[config.mk]
export PLATFORM = sky130hd
export DESIGN_NAME = tdma_link_mux
export DESIGN_NICKNAME = d
export VERILOG_FILES = /design/src/rtl/tdma_pkg.sv /design/src/rtl/tdma_fifo.sv /design/src/rtl/tdma_tx_packer.sv /design/src/rtl/tdma_slot_seq.sv /design/src/rtl/tdma_rx_steer.sv /design/src/rtl/tdma_link_mux.sv
export SDC_FILE = /design/constraint.sdc
export NUM_CORES = 1
export LEC_CHECK = 0
export BUFFER_PORTS_ARGS = -buffer_cell sky130_fd_sc_hd__buf_2
export CAP_MARGIN = 10
export CORE_MARGIN = 5
export CORE_UTILIZATION = 55
export CTS_CLUSTER_DIAMETER = 80
export DETAILED_ROUTE_END_ITERATION = 16
export PLACE_DENSITY = 0.74
export SYNTH_ARGS = -nofsm -noshare
export SYNTH_HDL_FRONTEND = slang
export SYNTH_SLANG_ARGS = --single-unit
[constraint.sdc]
create_clock -name clk -period 8.28 [get_ports clk]
set_input_delay 1.656 -clock clk [delete_from_list [all_inputs] [get_ports clk]]
set_output_delay 1.656 -clock clk [all_outputs]
set_load 0.01 [all_outputs]
[src/rtl/tdma_pkg.sv]
package tdma_pkg;

  // Index width for a count of n items; never narrower than one bit.
  function automatic int unsigned idx_w(input int unsigned n);
    return (n > 1) ? $clog2(n) : 1;
  endfunction

  // Pixel pairing state of one transmit stream.
  typedef enum logic [0:0] {
    PK_EMPTY = 1'b0,
    PK_HALF  = 1'b1
  } pack_state_e;

endpackage

[src/rtl/tdma_fifo.sv]
module tdma_fifo #(
  parameter int unsigned W     = 64,
  parameter int unsigned DEPTH = 4
) (
  input  logic         clk,
  input  logic         rst_n,
  input  logic         push,
  input  logic [W-1:0] wdata,
  input  logic         pop,
  output logic [W-1:0] rdata,
  output logic         full,
  output logic         empty
);

  localparam int unsigned AW = tdma_pkg::idx_w(DEPTH);
  localparam int unsigned CW = AW + 1;

  logic [W-1:0]  mem [DEPTH];
  logic [AW-1:0] wr_q, wr_n, rd_q, rd_n;
  logic [CW-1:0] cnt_q, cnt_n;
  logic          do_push, do_pop;

  assign empty   = (cnt_q == '0);
  assign full    = (cnt_q == CW'(DEPTH));
  assign do_pop  = pop && !empty;
  assign do_push = push && (!full || do_pop);
  assign rdata   = mem[rd_q];

  always_comb begin
    wr_n  = wr_q;
    rd_n  = rd_q;
    cnt_n = cnt_q;
    if (do_push) wr_n = (wr_q == AW'(DEPTH - 1)) ? '0 : wr_q + 1'b1;
    if (do_pop)  rd_n = (rd_q == AW'(DEPTH - 1)) ? '0 : rd_q + 1'b1;
    case ({do_push, do_pop})
      2'b10:   cnt_n = cnt_q + 1'b1;
      2'b01:   cnt_n = cnt_q - 1'b1;
      default: cnt_n = cnt_q;
    endcase
  end

  always_ff @(posedge clk or negedge rst_n) begin
    if (!rst_n) begin
      wr_q  <= '0;
      rd_q  <= '0;
      cnt_q <= '0;
    end else begin
      wr_q  <= wr_n;
      rd_q  <= rd_n;
      cnt_q <= cnt_n;
    end
  end

  always_ff @(posedge clk) begin
    if (do_push) mem[wr_q] <= wdata;
  end

endmodule

[src/rtl/tdma_tx_packer.sv]
module tdma_tx_packer #(
  parameter int unsigned PIX_W  = 30,
  parameter int unsigned LINK_W = 64
) (
  input  logic              clk,
  input  logic              rst_n,
  input  logic              pix_valid,
  input  logic [PIX_W-1:0]  pix_data,
  output logic              pix_ready,
  input  logic              buf_full,
  output logic              word_push,
  output logic [LINK_W-1:0] word_data
);

  import tdma_pkg::*;

  pack_state_e      state_q, state_n;
  logic [PIX_W-1:0] held_q;
  logic             accept;
  logic             hold_en;

  assign pix_ready = (state_q == PK_EMPTY) || !buf_full;
  assign accept    = pix_valid && pix_ready;
  assign hold_en   = accept && (state_q == PK_EMPTY);
  assign word_data = LINK_W'({pix_data, held_q});

  always_comb begin
    state_n   = state_q;
    word_push = 1'b0;
    if (accept) begin
      if (state_q == PK_EMPTY) begin
        state_n = PK_HALF;
      end else begin
        word_push = 1'b1;
        state_n   = PK_EMPTY;
      end
    end
  end

  always_ff @(posedge clk or negedge rst_n) begin
    if (!rst_n) state_q <= PK_EMPTY;
    else        state_q <= state_n;
  end

  always_ff @(posedge clk) begin
    if (hold_en) held_q <= pix_data;
  end

endmodule

[src/rtl/tdma_slot_seq.sv]
module tdma_slot_seq #(
  parameter int unsigned NUM_STREAMS = 2,
  parameter int unsigned SLOTS       = 16,
  parameter int unsigned LINK_W      = 64,
  localparam int unsigned SID_W      = tdma_pkg::idx_w(NUM_STREAMS),
  localparam int unsigned SLOT_AW    = tdma_pkg::idx_w(SLOTS)
) (
  input  logic                          clk,
  input  logic                          rst_n,
  input  logic                          link_en,
  input  logic                          cfg_tbl_we,
  input  logic [SLOT_AW-1:0]            cfg_addr,
  input  logic [SID_W-1:0]              cfg_stream,
  input  logic                          cfg_len_we,
  input  logic [SLOT_AW-1:0]            cfg_len,
  input  logic [NUM_STREAMS-1:0]        buf_empty,
  input  logic [NUM_STREAMS*LINK_W-1:0] buf_head,
  output logic [NUM_STREAMS-1:0]        buf_pop,
  output logic                          tx_vld,
  output logic [SID_W-1:0]              tx_tag,
  output logic [LINK_W-1:0]             tx_data
);

  logic [SID_W-1:0]   tbl_q [SLOTS];
  logic [SLOT_AW-1:0] len_q;
  logic [SLOT_AW-1:0] ptr_q, ptr_n;
  logic [SID_W-1:0]   cur_sid;
  logic               len_en;
  logic               vld_n;
  logic [SID_W-1:0]   tag_n;
  logic [LINK_W-1:0]  data_n;
  logic               vld_q;
  logic [SID_W-1:0]   tag_q;
  logic [LINK_W-1:0]  data_q;

  // Table entries: each one loads only while the link is stopped.
  for (genvar j = 0; j < SLOTS; j++) begin : g_entry
    logic ent_en;
    assign ent_en = cfg_tbl_we && !link_en && (cfg_addr == SLOT_AW'(j));
    always_ff @(posedge clk or negedge rst_n) begin
      if (!rst_n)      tbl_q[j] <= '0;
      else if (ent_en) tbl_q[j] <= cfg_stream;
    end
  end

  assign len_en = cfg_len_we && !link_en;

  always_ff @(posedge clk or negedge rst_n) begin
    if (!rst_n)      len_q <= '0;
    else if (len_en) len_q <= cfg_len;
  end

  assign cur_sid = tbl_q[ptr_q];

  always_comb begin
    if (!link_en)            ptr_n = '0;
    else if (ptr_q == len_q) ptr_n = '0;
    else                     ptr_n = ptr_q + 1'b1;
  end

  always_comb begin
    vld_n  = link_en && !buf_empty[cur_sid];
    tag_n  = link_en ? cur_sid : '0;
    data_n = vld_n ? buf_head[cur_sid*LINK_W +: LINK_W] : '0;
  end

  for (genvar i = 0; i < NUM_STREAMS; i++) begin : g_pop
    assign buf_pop[i] = vld_n && (cur_sid == SID_W'(i));
  end

  always_ff @(posedge clk or negedge rst_n) begin
    if (!rst_n) begin
      ptr_q  <= '0;
      vld_q  <= 1'b0;
      tag_q  <= '0;
      data_q <= '0;
    end else begin
      ptr_q  <= ptr_n;
      vld_q  <= vld_n;
      tag_q  <= tag_n;
      data_q <= data_n;
    end
  end

  assign tx_vld  = vld_q;
  assign tx_tag  = tag_q;
  assign tx_data = data_q;

endmodule

[src/rtl/tdma_rx_steer.sv]
module tdma_rx_steer #(
  parameter int unsigned NUM_STREAMS = 2,
  parameter int unsigned LINK_W      = 64,
  parameter int unsigned OUT_DEPTH   = 4,
  localparam int unsigned SID_W      = tdma_pkg::idx_w(NUM_STREAMS)
) (
  input  logic                          clk,
  input  logic                          rst_n,
  input  logic                          rx_vld,
  input  logic [SID_W-1:0]              rx_tag,
  input  logic [LINK_W-1:0]             rx_data,
  output logic [NUM_STREAMS-1:0]        out_valid,
  input  logic [NUM_STREAMS-1:0]        out_ready,
  output logic [NUM_STREAMS*LINK_W-1:0] out_data,
  output logic [NUM_STREAMS-1:0]        ovf_err
);

  logic [NUM_STREAMS-1:0] err_q, err_n;
  logic [NUM_STREAMS-1:0] drop;

  for (genvar i = 0; i < NUM_STREAMS; i++) begin : g_lane
    logic hit, pop, full, empty;

    assign hit          = rx_vld && (rx_tag == SID_W'(i));
    assign pop          = out_ready[i] && !empty;
    assign drop[i]      = hit && full && !pop;
    assign out_valid[i] = !empty;

    tdma_fifo #(
      .W     (LINK_W),
      .DEPTH (OUT_DEPTH)
    ) u_out_fifo (
      .clk   (clk),
      .rst_n (rst_n),
      .push  (hit),
      .wdata (rx_data),
      .pop   (pop),
      .rdata (out_data[i*LINK_W +: LINK_W]),
      .full  (full),
      .empty (empty)
    );
  end

  assign err_n = err_q | drop;

  always_ff @(posedge clk or negedge rst_n) begin
    if (!rst_n) err_q <= '0;
    else        err_q <= err_n;
  end

  assign ovf_err = err_q;

endmodule

[src/rtl/tdma_link_mux.sv]
module tdma_link_mux #(
  parameter int unsigned NUM_STREAMS = 2,
  parameter int unsigned SLOTS       = 16,
  parameter int unsigned PIX_W       = 30,
  parameter int unsigned LINK_W      = 64,
  parameter int unsigned IN_DEPTH    = 4,
  parameter int unsigned OUT_DEPTH   = 4,
  localparam int unsigned SID_W      = tdma_pkg::idx_w(NUM_STREAMS),
  localparam int unsigned SLOT_AW    = tdma_pkg::idx_w(SLOTS)
) (
  input  logic                          clk,
  input  logic                          rst_n,
  input  logic                          link_en,
  input  logic                          cfg_tbl_we,
  input  logic [SLOT_AW-1:0]            cfg_addr,
  input  logic [SID_W-1:0]              cfg_stream,
  input  logic                          cfg_len_we,
  input  logic [SLOT_AW-1:0]            cfg_len,
  input  logic [NUM_STREAMS-1:0]        in_pix_valid,
  input  logic [NUM_STREAMS*PIX_W-1:0]  in_pix_data,
  output logic [NUM_STREAMS-1:0]        in_pix_ready,
  output logic                          tx_link_vld,
  output logic [SID_W-1:0]              tx_link_tag,
  output logic [LINK_W-1:0]             tx_link_data,
  input  logic                          rx_link_vld,
  input  logic [SID_W-1:0]              rx_link_tag,
  input  logic [LINK_W-1:0]             rx_link_data,
  output logic [NUM_STREAMS-1:0]        out_valid,
  input  logic [NUM_STREAMS-1:0]        out_ready,
  output logic [NUM_STREAMS*LINK_W-1:0] out_data,
  output logic [NUM_STREAMS-1:0]        ovf_err
);

  // Reset asserts at once and is released two clocks later.
  logic [1:0] rst_sync_q;
  logic       rst_core_n;

  always_ff @(posedge clk or negedge rst_n) begin
    if (!rst_n) rst_sync_q <= 2'b00;
    else        rst_sync_q <= {rst_sync_q[0], 1'b1};
  end

  assign rst_core_n = rst_sync_q[1];

  logic [NUM_STREAMS-1:0]        buf_empty;
  logic [NUM_STREAMS-1:0]        buf_pop;
  logic [NUM_STREAMS*LINK_W-1:0] buf_head;

  for (genvar i = 0; i < NUM_STREAMS; i++) begin : g_tx_lane
    logic              buf_full;
    logic              word_push;
    logic [LINK_W-1:0] word_data;

    tdma_tx_packer #(
      .PIX_W  (PIX_W),
      .LINK_W (LINK_W)
    ) u_packer (
      .clk       (clk),
      .rst_n     (rst_core_n),
      .pix_valid (in_pix_valid[i]),
      .pix_data  (in_pix_data[i*PIX_W +: PIX_W]),
      .pix_ready (in_pix_ready[i]),
      .buf_full  (buf_full),
      .word_push (word_push),
      .word_data (word_data)
    );

    tdma_fifo #(
      .W     (LINK_W),
      .DEPTH (IN_DEPTH)
    ) u_in_fifo (
      .clk   (clk),
      .rst_n (rst_core_n),
      .push  (word_push),
      .wdata (word_data),
      .pop   (buf_pop[i]),
      .rdata (buf_head[i*LINK_W +: LINK_W]),
      .full  (buf_full),
      .empty (buf_empty[i])
    );
  end

  tdma_slot_seq #(
    .NUM_STREAMS (NUM_STREAMS),
    .SLOTS       (SLOTS),
    .LINK_W      (LINK_W)
  ) u_slot_seq (
    .clk        (clk),
    .rst_n      (rst_core_n),
    .link_en    (link_en),
    .cfg_tbl_we (cfg_tbl_we),
    .cfg_addr   (cfg_addr),
    .cfg_stream (cfg_stream),
    .cfg_len_we (cfg_len_we),
    .cfg_len    (cfg_len),
    .buf_empty  (buf_empty),
    .buf_head   (buf_head),
    .buf_pop    (buf_pop),
    .tx_vld     (tx_link_vld),
    .tx_tag     (tx_link_tag),
    .tx_data    (tx_link_data)
  );

  tdma_rx_steer #(
    .NUM_STREAMS (NUM_STREAMS),
    .LINK_W      (LINK_W),
    .OUT_DEPTH   (OUT_DEPTH)
  ) u_rx_steer (
    .clk       (clk),
    .rst_n     (rst_core_n),
    .rx_vld    (rx_link_vld),
    .rx_tag    (rx_link_tag),
    .rx_data   (rx_link_data),
    .out_valid (out_valid),
    .out_ready (out_ready),
    .out_data  (out_data),
    .ovf_err   (ovf_err)
  );

endmodule

Word level (Yosys, flattened, before mapping)
Memories as Yosys holds them, arrays and structs flattened.
Index checks and enable logic that the tools add are counted.
{"block": "totals", "ramBits": 992, "reg_bits": 184, "inputBits": 144, "memories": 4}
{"block": "classes", "eq_ne": 36, "mux": 35, "bitwise_logic": 6, "n_lt_le_gt_ge": 2, "addsub": 17, "shift": 1, "reduce_logical": 68}
{"name": "u_rx_steer.g_lane[0].u_out_fifo.mem", "words": 4, "width": 64, "rd": 1, "rd_ports_with_merged_regs": 0, "wr": 1, "line_no": "tdma_fifo.sv:18", "rtl": "logic [W-1:0] mem [DEPTH];"}
{"name": "u_rx_steer.g_lane[1].u_out_fifo.mem", "words": 4, "width": 64, "rd": 1, "rd_ports_with_merged_regs": 0, "wr": 1, "line_no": "tdma_fifo.sv:18"}
{"name": "g_tx_lane[0].u_in_fifo.mem", "words": 4, "width": 60, "rd": 1, "rd_ports_with_merged_regs": 0, "wr": 1, "line_no": "tdma_fifo.sv:18"}
{"name": "g_tx_lane[1].u_in_fifo.mem", "words": 4, "width": 60, "rd": 1, "rd_ports_with_merged_regs": 0, "wr": 1, "line_no": "tdma_fifo.sv:18"}
{"cell": "variable part select 128 x 8 -> 64 bit", "count": 1}
{"cell": "2-to-1 mux 64 bit", "count": 1}
{"cell": "logical AND 1 bit", "count": 41}
{"cell": "equality test 4 bit, second input constant", "count": 8}
{"cell": "equality test 2 bit, second input constant", "count": 12}
{"cell": "one-hot mux 3 bit (2 select lines)", "count": 4}
{"cell": "2-to-1 mux 1 bit", "count": 19}
{"cell": "adder 2 x 1 -> 2 bit, second input constant", "count": 8}
{"cell": "equality test 4 x 3 -> 1 bit, second input constant", "count": 4}
{"cell": "2-to-1 mux 2 bit", "count": 8}
{"cell": "adder 3 x 1 -> 3 bit, second input constant", "count": 4}
{"cell": "equality test 3 bit, second input constant", "count": 4}
{"cell": "zero test 1 bit", "count": 12}
{"cell": "zero test 3 bit", "count": 4}
{"cell": "subtractor 3 x 1 -> 3 bit, second input constant", "count": 4}
{"cell": "equality test 2 x 1 -> 1 bit, second input constant", "count": 4}
{"cell": "equality test 4 x 2 -> 1 bit, second input constant", "count": 2}
{"cell": "2-to-1 mux 4 bit", "count": 2}
{"cell": "nonzero test 2 bit", "count": 4}
{"cell": "logical OR 1 bit", "count": 6}
{"cell": "greater-or-equal comparator 5 bit, second input constant", "count": 1}
{"cell": "inverter 4 -> 5 bit", "count": 1}
{"cell": "adder 4 x 1 -> 4 bit, second input constant", "count": 1}
{"cell": "binary-select mux 1 bit (select 4 bit)", "count": 1}
{"cell": "other kinds (6)", "count": 9}

Logic depth before layout (Yosys ltp)
Gate-level depths: netlist of the first run.
{"block": "logic_depth", "ltp_word": 14, "mapped_depth": 11, "mapped_depth_nobuf": 10}

Hierarchy
A second synthesis of the first run with hierarchy kept.
{"block": "hier_totals", "cells_unflattened": 1973, "hier_area_um2": 45255.9}
{"module": "tdma_fifo at u_rx_steer.g_lane[0].u_out_fifo ...", "area_per_inst_um2": 9758.1, "seq_area_each_um2": 7862.5, "cells_per_inst": 390, "n_inst": 2}
{"module": "tdma_fifo at g_tx_lane[0].u_in_fifo ...", "area_per_inst_um2": 9756.9, "seq_area_each_um2": 7862.5, "cells_per_inst": 390, "n_inst": 2}
{"module": "tdma_slot_seq", "area_per_inst_um2": 3607.2, "seq_area_each_um2": 2252.2, "cells_per_inst": 254, "n_inst": 1}
{"module": "tdma_tx_packer", "area_per_inst_um2": 1218.7, "seq_area_each_um2": 925.9, "cells_per_inst": 72, "n_inst": 2}
{"module": "tdma_rx_steer", "area_per_inst_um2": 127.6, "seq_area_each_um2": 50.0, "cells_per_inst": 12, "n_inst": 1}
{"module": "tdma_link_mux", "area_per_inst_um2": 53.8, "seq_area_each_um2": 50.0, "cells_per_inst": 3, "n_inst": 1}

Worst setup path after synthesis of the first run
OpenSTA, ideal clock, no wires.
{"block": "synth_path", "path_kind": "input to register", "start": "input out_ready[0]", "end": "memory u_rx_steer.g_lane[0].u_out_fifo.mem[3][0] (enable)", "slack_ns": 4.286, "setup_ns": 0.429, "path_buffers": 0, "required_ns": 7.851, "arrival_ns": 3.565, "cell_stages": 3, "cell_sequence": "nor4b_1 -> nor3b_2 -> and2_1"}
{"block": "synth_via", "elab_chain_len": 6}
{"element": "from (decl)", "line_no": "tdma_link_mux.sv:29", "rtl": "input logic [NUM_STREAMS-1:0] out_ready,"}
{"element": "logical AND 1 bit", "line_no": "tdma_rx_steer.sv:25", "rtl": "assign pop = out_ready[i] && !empty;"}
{"element": "logical AND 1 bit", "line_no": "tdma_fifo.sv:25", "rtl": "assign do_pop = pop && !empty;"}
{"element": "logical OR 1 bit", "line_no": "tdma_fifo.sv:26", "rtl": "assign do_push = push && (!full || do_pop);"}
{"element": "logical AND 1 bit", "line_no": "tdma_fifo.sv:26"}
{"element": "2-to-1 mux 1 bit", "line_no": "tdma_fifo.sv:55", "rtl": "if (do_push) mem[wr_q] <= wdata;"}
{"element": "2-to-1 mux 1 bit (implied by the code)", "line_no": "tdma_fifo.sv:55"}
{"element": "to (decl)", "line_no": "tdma_fifo.sv:18"}
Every way passes these cells.

Final worst setup path of the first run
{"block": "layout_path", "start": "register u_rx_steer.g_lane[0].u_out_fifo.rd_q[0]", "end": "output out_data[26]"}
{"block": "layout_via", "elab_chain_len": 1}
{"element": "from (decl)", "line_no": "tdma_fifo.sv:19", "rtl": "logic [AW-1:0] wr_q, wr_n, rd_q, rd_n;"}
{"element": "from (signal assigned)", "line_no": "tdma_fifo.sv:49", "rtl": "rd_q <= rd_n;"}
{"element": "memory (4 x 64 bit)"}
{"element": "to (decl)", "line_no": "tdma_link_mux.sv:30", "rtl": "output logic [NUM_STREAMS*LINK_W-1:0] out_data,"}
Every way passes these cells.

==> flow_metrics.py, run 1 <==
metrics = {
    "outcome": {
        "outcome": "complete, no violations",
    },
    "synth": {
        "avgSynthCellArea_sq_um": 22.6,
        "yosys_most_used_dff": "edfxtp_1",
        "synth_edf_count": 1052,
        "ys_top_cells_by_area": "edfxtp_1, mux4_2, dfrtp_1",
        "yosysTopAreaCellShare": 0.726,
        "yosysMostFrequentCell": "edfxtp_1",
        "async_flop_share": 0.102,
        "synth.top_cells.by_count": "edfxtp_1, mux4_2, nand2_1",
        "yosysTopAreaCell": "edfxtp_1",
        "synthCells": 1922,
        "syn-cell-area_sq_um": 43500,
        "seq_area_frac_synth": 0.795,
        "yosysWarnings": 0,
        "synth-seq-cells": 1172,
        "synth_cell_type_count": 43,
    },
    "final_layout": {
        "syn2layout_area_growth_pct": 14.8,
        "layout-drive-gt1-share": 0.347,
        "n_fill_cell": 5184,
        "final_net_count": 2493,
        "postLayoutCoreUtil": 0.634,
    },
    "critical_path": {
        "cp_data_arrival_time_ps": 3100,
        "slowest_delay_ps": 850,
        "end_kind": "primary output",
        "crit_fanout": 44,
        "worst_ep_required_time_ps": 6620,
        "crit_path_cell_trace": "buf_4 > mux4_2 > buf_2",
        "cp-start-kind": "flop",
        "reg2regPathDepth": 10,
        "cp_slowest_cell": "buf_4",
        "worstSetupPathType": "flop to primary output",
    },
    "cts": {
        "cts_buffer_depth": 3,
        "numCtsBuffers": 111,
        "cts.clk_slew.worst_paths_ps": 70,
        "cts_tree": "done",
        "clock_latency_ps": 680,
        "cts_resized": 0,
        "cts_sinks": 1172,
        "root_buffer": "clkbuf_16",
        "htree_levels": 3,
        "hold_buffers": 0,
        "postCtsSetupBuffers": 0,
    },
    "die": {
        "die_w_um": 291,
        "core_area_sq_um": 78700,
        "initial_utilization": 0.552,
        "rows": 103,
        "dieHeight_um": 291,
        "pin_count": 344,
        "die-area_sq_um": 84800,
    },
    "timing": {
        "worst_hold_slack_ps": 167,
        "skew_ps": 36.7,
        "slew_headroom": 0.178,
        "hold_viol": 0,
        "rsz0062_at_grt": "false",
        "tns_ps": 0,
        "fin_crit_ps": 4760,
        "setup_violations": 0,
        "fin_crit_sh": 0.574,
        "fmax_mhz": 210,
        "slew_viol_final": 0,
        "worst_slack_ps": 3520,
        "worst_slew_pin_slew_ps": 1230,
    },
    "place": {
        "portBuffers": 339,
        "place.gp.congestion": 0.790,
        "place_ws_ps": 4080,
        "place_hpwl_mm": 54.5,
    },
    "global_routing": {
        "use_met2": 0.360,
        "grt_max_degree": 67,
        "grt_pass1_vias": 21278,
        "use_met1": 0.298,
        "grt_busiest_layer": "met2",
        "antenna_found_initial": 23,
        "grt_pass1_wl_mm": 138,
        "grt-ovfl-total": 0,
        "met3_usage": 0.0478,
        "grt_usage": 0.216,
    },
    "detailed_routing": {
        "vias_per_cell": 5.86,
        "dr.pass1.iters": 5,
        "drc": 0,
        "ant_nets": 0,
        "via_count": 20378,
        "drt_iter0_drc": 1634,
        "wl_per_cell_um": 26.3,
        "drt-total-wl_mm": 91.4,
    },
    "power": {
        "power.static_leakage_uw": 0.0174,
        "peakVddDrop_uv": 292,
        "power.density_nw_per_um2": 341,
    },
    "min_path": {
        "min_path_type": "flop to async pin",
    },
    "run": {
        "maxCapViolations": 0,
    },
}
==> path summary, 6_finish.rpt <==
path                                                                     startpoint                                                  end  slack (ps)
min in group clk                                            rst_sync_q[0]$_DFF_PN0_                              rst_sync_q[1]$_DFF_PN0_         370
max in group asynchronous                                   rst_sync_q[1]$_DFF_PN0_  u_rx_steer.g_lane[1].u_out_fifo.rd_q[0]$_DFFE_PN0P_        6330
worst max register to register                        u_slot_seq.ptr_q[1]$_DFF_PN0_          g_tx_lane[1].u_in_fifo.cnt_q[2]$_DFFE_PN0P_        5360
worst min register to register                              rst_sync_q[1]$_DFF_PN0_                     u_slot_seq.tx_data[42]$_DFF_PN0_         170
worst max-delay path            u_rx_steer.g_lane[0].u_out_fifo.rd_q[0]$_DFFE_PN0P_                                         out_data[26]        3520
worst min-delay path                                        rst_sync_q[1]$_DFF_PN0_                     u_slot_seq.tx_data[42]$_DFF_PN0_         170
==> stage by stage <==
step	power [uW]	cells	cell area, sq um
floorplan	10800	1925	43500
global placement	12200	3258	46300
detailed placement	12300	3258	46300
CTS	17200	3466	49900
global route	17800	3469	49900
finish	17000	3479	49900
==> final cells by class <==
class	count	area [sq um]	share of cell area
flip-flops and latches	1172	34600	0.694
diodes	13	32.5	0.000652
clock buffers	149	3010	0.0603
well taps	1050	1310	0.0263
inverters	28	105	0.00211
repair buffers	370	1930	0.0387
multi-input cells	638	8330	0.167
clock inverters	59	563	0.0113
==> report_power, final <==
group | internal (uW) | switching (uW) | total, uW | leakage, uW
sequential | 7460 | 460 | 7920 | 0.0111
clock | 2760 | 2130 | 4890 | 0.00172
combinational | 1880 | 2330 | 4210 | 0.00460
==> layout by cell type (no fill, tap or decap), drive strengths merged, types with 3 or more instances in the layout <==
| master | synthesis | final |
|---|---|---|
| edfxtp | 1052 | 1052 |
| buf | 48 | 370 |
| mux4 | 248 | 248 |
| clkbuf | 39 | 149 |
| nand2 | 142 | 142 |
| dfrtp | 120 | 120 |
| mux2i | 69 | 69 |
| clkinv | 0 | 41 |
| inv | 28 | 32 |
| mux2 | 26 | 26 |
| ha | 24 | 24 |
| nor2 | 21 | 21 |
| and2 | 17 | 17 |
| diode | 0 | 13 |
| nor2b | 12 | 12 |
| xor2 | 10 | 10 |
| o21ai | 9 | 9 |
| clkinvlp | 0 | 8 |
| xnor2 | 7 | 7 |
| nand3 | 7 | 7 |
| bufinv | 0 | 6 |
| or3 | 5 | 5 |
| a21oi | 5 | 5 |
| conb | 2 | 5 |
| fa | 4 | 4 |
| a221oi | 3 | 3 |
| nor3 | 3 | 3 |
==> registers in the layout (all words and copies together) (netlist names) <==
signal                              flops
u_rx_steer.g_lane.u_out_fifo.wr_q       4
u_rx_steer.g_lane.u_out_fifo.mem      512
u_slot_seq.tbl_q                       16
rst_sync_q                              2
u_slot_seq.len_q                        4
g_tx_lane.u_packer.held_q              60
g_tx_lane.u_packer.state_q              2
u_slot_seq.tx_vld                       1
g_tx_lane.u_in_fifo.rd_q                4
u_rx_steer.g_lane.u_out_fifo.cnt_q      6
u_slot_seq.ptr_q                        4
u_rx_steer.ovf_err                      2
g_tx_lane.u_in_fifo.cnt_q               6
u_slot_seq.tx_tag                       1
u_rx_steer.g_lane.u_out_fifo.rd_q       4
u_slot_seq.tx_data                     60
g_tx_lane.u_in_fifo.wr_q                4
g_tx_lane.u_in_fifo.mem               480
==> logic make-up after synthesis <==
group | share of synthesized area
adder cells (fa/ha/maj) | 0.00875
AND/OR/NAND/NOR | 0.0216
AO/OA/AOI/OAI | 0.00547
buffers and inverters | 0.0140
flip-flops | 0.795
other | 0.000173
multiplexers | 0.151
XOR/XNOR | 0.00342
==> worst max-delay path: cells and delay by family, from the launching register on <==
| kind | cells | cell delay [ps] |
|---|---|---|
| buffers and inverters | 2 | 1020 |
| flip-flops | 1 | 710 |
| multiplexers | 1 | 660 |
==> routing by layer <==
| layer | up-vias | routed length, um | share of wire |
|---|---|---|---|
| met1 | 10783 | 35900 | 0.39 |
| met4 | 22 | 1650 | 0.018 |
| met3 | 139 | 7620 | 0.083 |
| met2 | 832 | 46200 | 0.50 |
| met5 | - | 120 | 0.0013 |
| li1 | 8602 | - | - |
(Power assumes the default switching activity.)
==> run 2, diff against run 1 <==
==> constraint.sdc (replaced) <==
create_clock -name clk -period 4.9 [get_ports clk]
set_input_delay 0.98 -clock clk [delete_from_list [all_inputs] [get_ports clk]]
set_output_delay 0.98 -clock clk [all_outputs]
set_load 0.01 [all_outputs]
==> run 2 against run 1 <==
Compared with the run above:
- register-to-register slack got worse by 3300 ps
- critical path depth stayed put
- core utilization increased by 0.62 points
- die area stayed put
- combinational power up 66%
- via count decreased by 0.60%
- critical path type unchanged
- clock-buffer cell count fell by 3
- sequential share of layout area down 0.67 points
==> flow_metrics.py, run 2 (synthesis gave the netlist of run 1 again) <==
metrics = {
    "outcome": {
        "outcome": "complete, no violations",
    },
    "timing": {
        "slew_headroom": 0.298,
        "rsz0062_at_grt": "false",
        "slew_viol_final": 0,
        "hold_viol": 0,
        "fin_crit_sh": 0.765,
        "tns_ps": 0,
        "worst_slew_pin_slew_ps": 1050,
        "skew_ps": 38.4,
        "setup_violations": 0,
        "fin_crit_ps": 3750,
        "fmax_mhz": 267,
    },
    "critical_path": {
        "worst_ep_required_time_ps": 3920,
        "worstSetupPathType": "flop to primary output",
        "cp_slowest_cell": "dfrtp_2",
        "crit_fanout": 39,
        "r2r_slack_ps": 2090,
        "end_kind": "primary output",
        "crit_path_cell_trace": "buf_4 > mux4_2 > buf_2",
        "cp-start-kind": "flop",
        "slowest_delay_ps": 850,
        "cp_data_arrival_time_ps": 2770,
    },
    "power": {
        "netSwitchingPower_uw": 8450,
        "power.static_leakage_uw": 0.0176,
        "power.share.sequential": 0.463,
        "clkPwrFrac": 0.300,
        "p_int_uw": 21000,
        "finalPower_uw": 29500,
        "power.density_nw_per_um2": 585,
        "peakVddDrop_uv": 440,
        "swShare": 0.287,
        "power_frac_comb": 0.237,
    },
    "cts": {
        "cts_tree": "done",
        "root_buffer": "clkbuf_16",
        "cts_resized": 0,
        "cts.clk_slew.worst_paths_ps": 60,
        "postCtsSetupBuffers": 0,
        "cts_sinks": 1172,
        "htree_levels": 3,
        "clock_latency_ps": 680,
        "cts_buffer_depth": 3,
        "numCtsBuffers": 114,
        "hold_buffers": 0,
    },
    "detailed_routing": {
        "vias_per_cell": 5.81,
        "drc": 0,
        "drt-total-wl_mm": 91.3,
        "wl_per_cell_um": 26.2,
        "via_count": 20256,
        "dr.pass1.iters": 5,
        "ant_nets": 0,
        "drt_iter0_drc": 1904,
    },
    "global_routing": {
        "antenna_found_initial": 24,
        "grt_pass1_wl_mm": 138,
        "use_met2": 0.361,
        "grt_busiest_layer": "met2",
        "grt-ovfl-total": 0,
        "met3_usage": 0.0568,
        "grt_usage": 0.216,
        "grt_max_degree": 65,
        "grt_pass1_vias": 21344,
        "use_met1": 0.291,
    },
    "die": {
        "die-area_sq_um": 84800,
        "core_area_sq_um": 78700,
        "rows": 103,
        "dieHeight_um": 291,
        "initial_utilization": 0.552,
        "die_w_um": 291,
        "pin_count": 344,
    },
    "final_layout": {
        "regMostFlops": "u_rx_steer.g_lane.u_out_fifo.mem",
        "largestRegisters": "u_rx_steer.g_lane.u_out_fifo.mem (512), g_tx_lane.u_in_fifo.mem (480)",
        "layout-drive-gt1-share": 0.356,
        "n_fill_cell": 5147,
        "final_cell_mix": "edfxtp_1, buf_2, mux4_2",
        "largest_reg_flops": 512,
        "layout_commonest_cell": "edfxtp_1",
        "final_net_count": 2499,
        "syn2layout_area_growth_pct": 15.9,
    },
    "run": {
        "maxCapViolations": 0,
    },
    "min_path": {
        "min_path_type": "input port to async pin",
    },
    "place": {
        "portBuffers": 339,
        "place.gp.congestion": 0.757,
        "place_hpwl_mm": 55.0,
    },
}
-- run 2: worst max-delay path, delay by kind of cell (launching register included) --
kind,cells,cell delay (ps)
buffers and inverters,2,780
muxes,1,440
DFF,1,850
-- run 2: power by group through the flow --
stage	registers (uW)	clock network [uW]	logic [uW]
2_1_floorplan	13300	0	4870
3_3_place_gp	13700	0	6960
3_5_place_dp	13800	0	7090
6_report	13600	8840	6980
4_1_cts	13700	9020	7130
5_1_grt	13800	9480	7490
-- run 2: routing by layer --
| metal | wire (um) | share of wire |
|---|---|---|
| met5 | 97 | 0.0011 |
| met4 | 1900 | 0.021 |
| met3 | 7500 | 0.082 |
| met2 | 46700 | 0.51 |
| met1 | 35100 | 0.38 |
-- run 2: final cells by class --
class | count | area, sq um | area share
Antenna cell | 9 | 22.5 | 0.000447
Clock inverter | 69 | 779 | 0.0155
Inverter | 28 | 105 | 0.00209
Tap cell | 1050 | 1310 | 0.0261
Multi-Input combinational cell | 638 | 8330 | 0.165
Timing Repair Buffer | 373 | 2130 | 0.0422
Clock buffer | 146 | 3090 | 0.0614
Sequential cell | 1172 | 34600 | 0.687
-- run 2: final timing paths --
kind / start / depth (start not counted) / to
setup / recovery: u_rx_steer.g_lane[1].u_out_fifo.rd_q[1]$_DFFE_PN0P_ / 3 / out_data[98]
hold / removal: rst_n / 1 / rst_sync_q[1]$_DFF_PN0_
setup reg to reg: u_slot_seq.ptr_q[0]$_DFF_PN0_ / 9 / g_tx_lane[0].u_in_fifo.cnt_q[2]$_DFFE_PN0P_
hold reg to reg: rst_sync_q[1]$_DFF_PN0_ / 0 / g_tx_lane[1].u_packer.state_q$_DFFE_PN0N_
max in group asynchronous: rst_sync_q[1]$_DFF_PN0_ / 1 / u_rx_steer.g_lane[1].u_out_fifo.rd_q[0]$_DFFE_PN0P_
min in group clk: rst_sync_q[0]$_DFF_PN0_ / 0 / rst_sync_q[1]$_DFF_PN0_
-- run 2: stage by stage --
step	std cells	cell area (sq um)	worst slack (ps)	utilization	hold WS, ps
4_1_cts	3476	50400	1070	0.640	61.3
3_5_place_dp	3261	46500	1770	0.590	326
2_1_floorplan	1925	43500	1310	-	331
6_report	3485	50400	1150	0.640	117
5_1_grt	3480	50400	1020	0.640	73.8
3_3_place_gp	3261	46500	1740	0.590	322
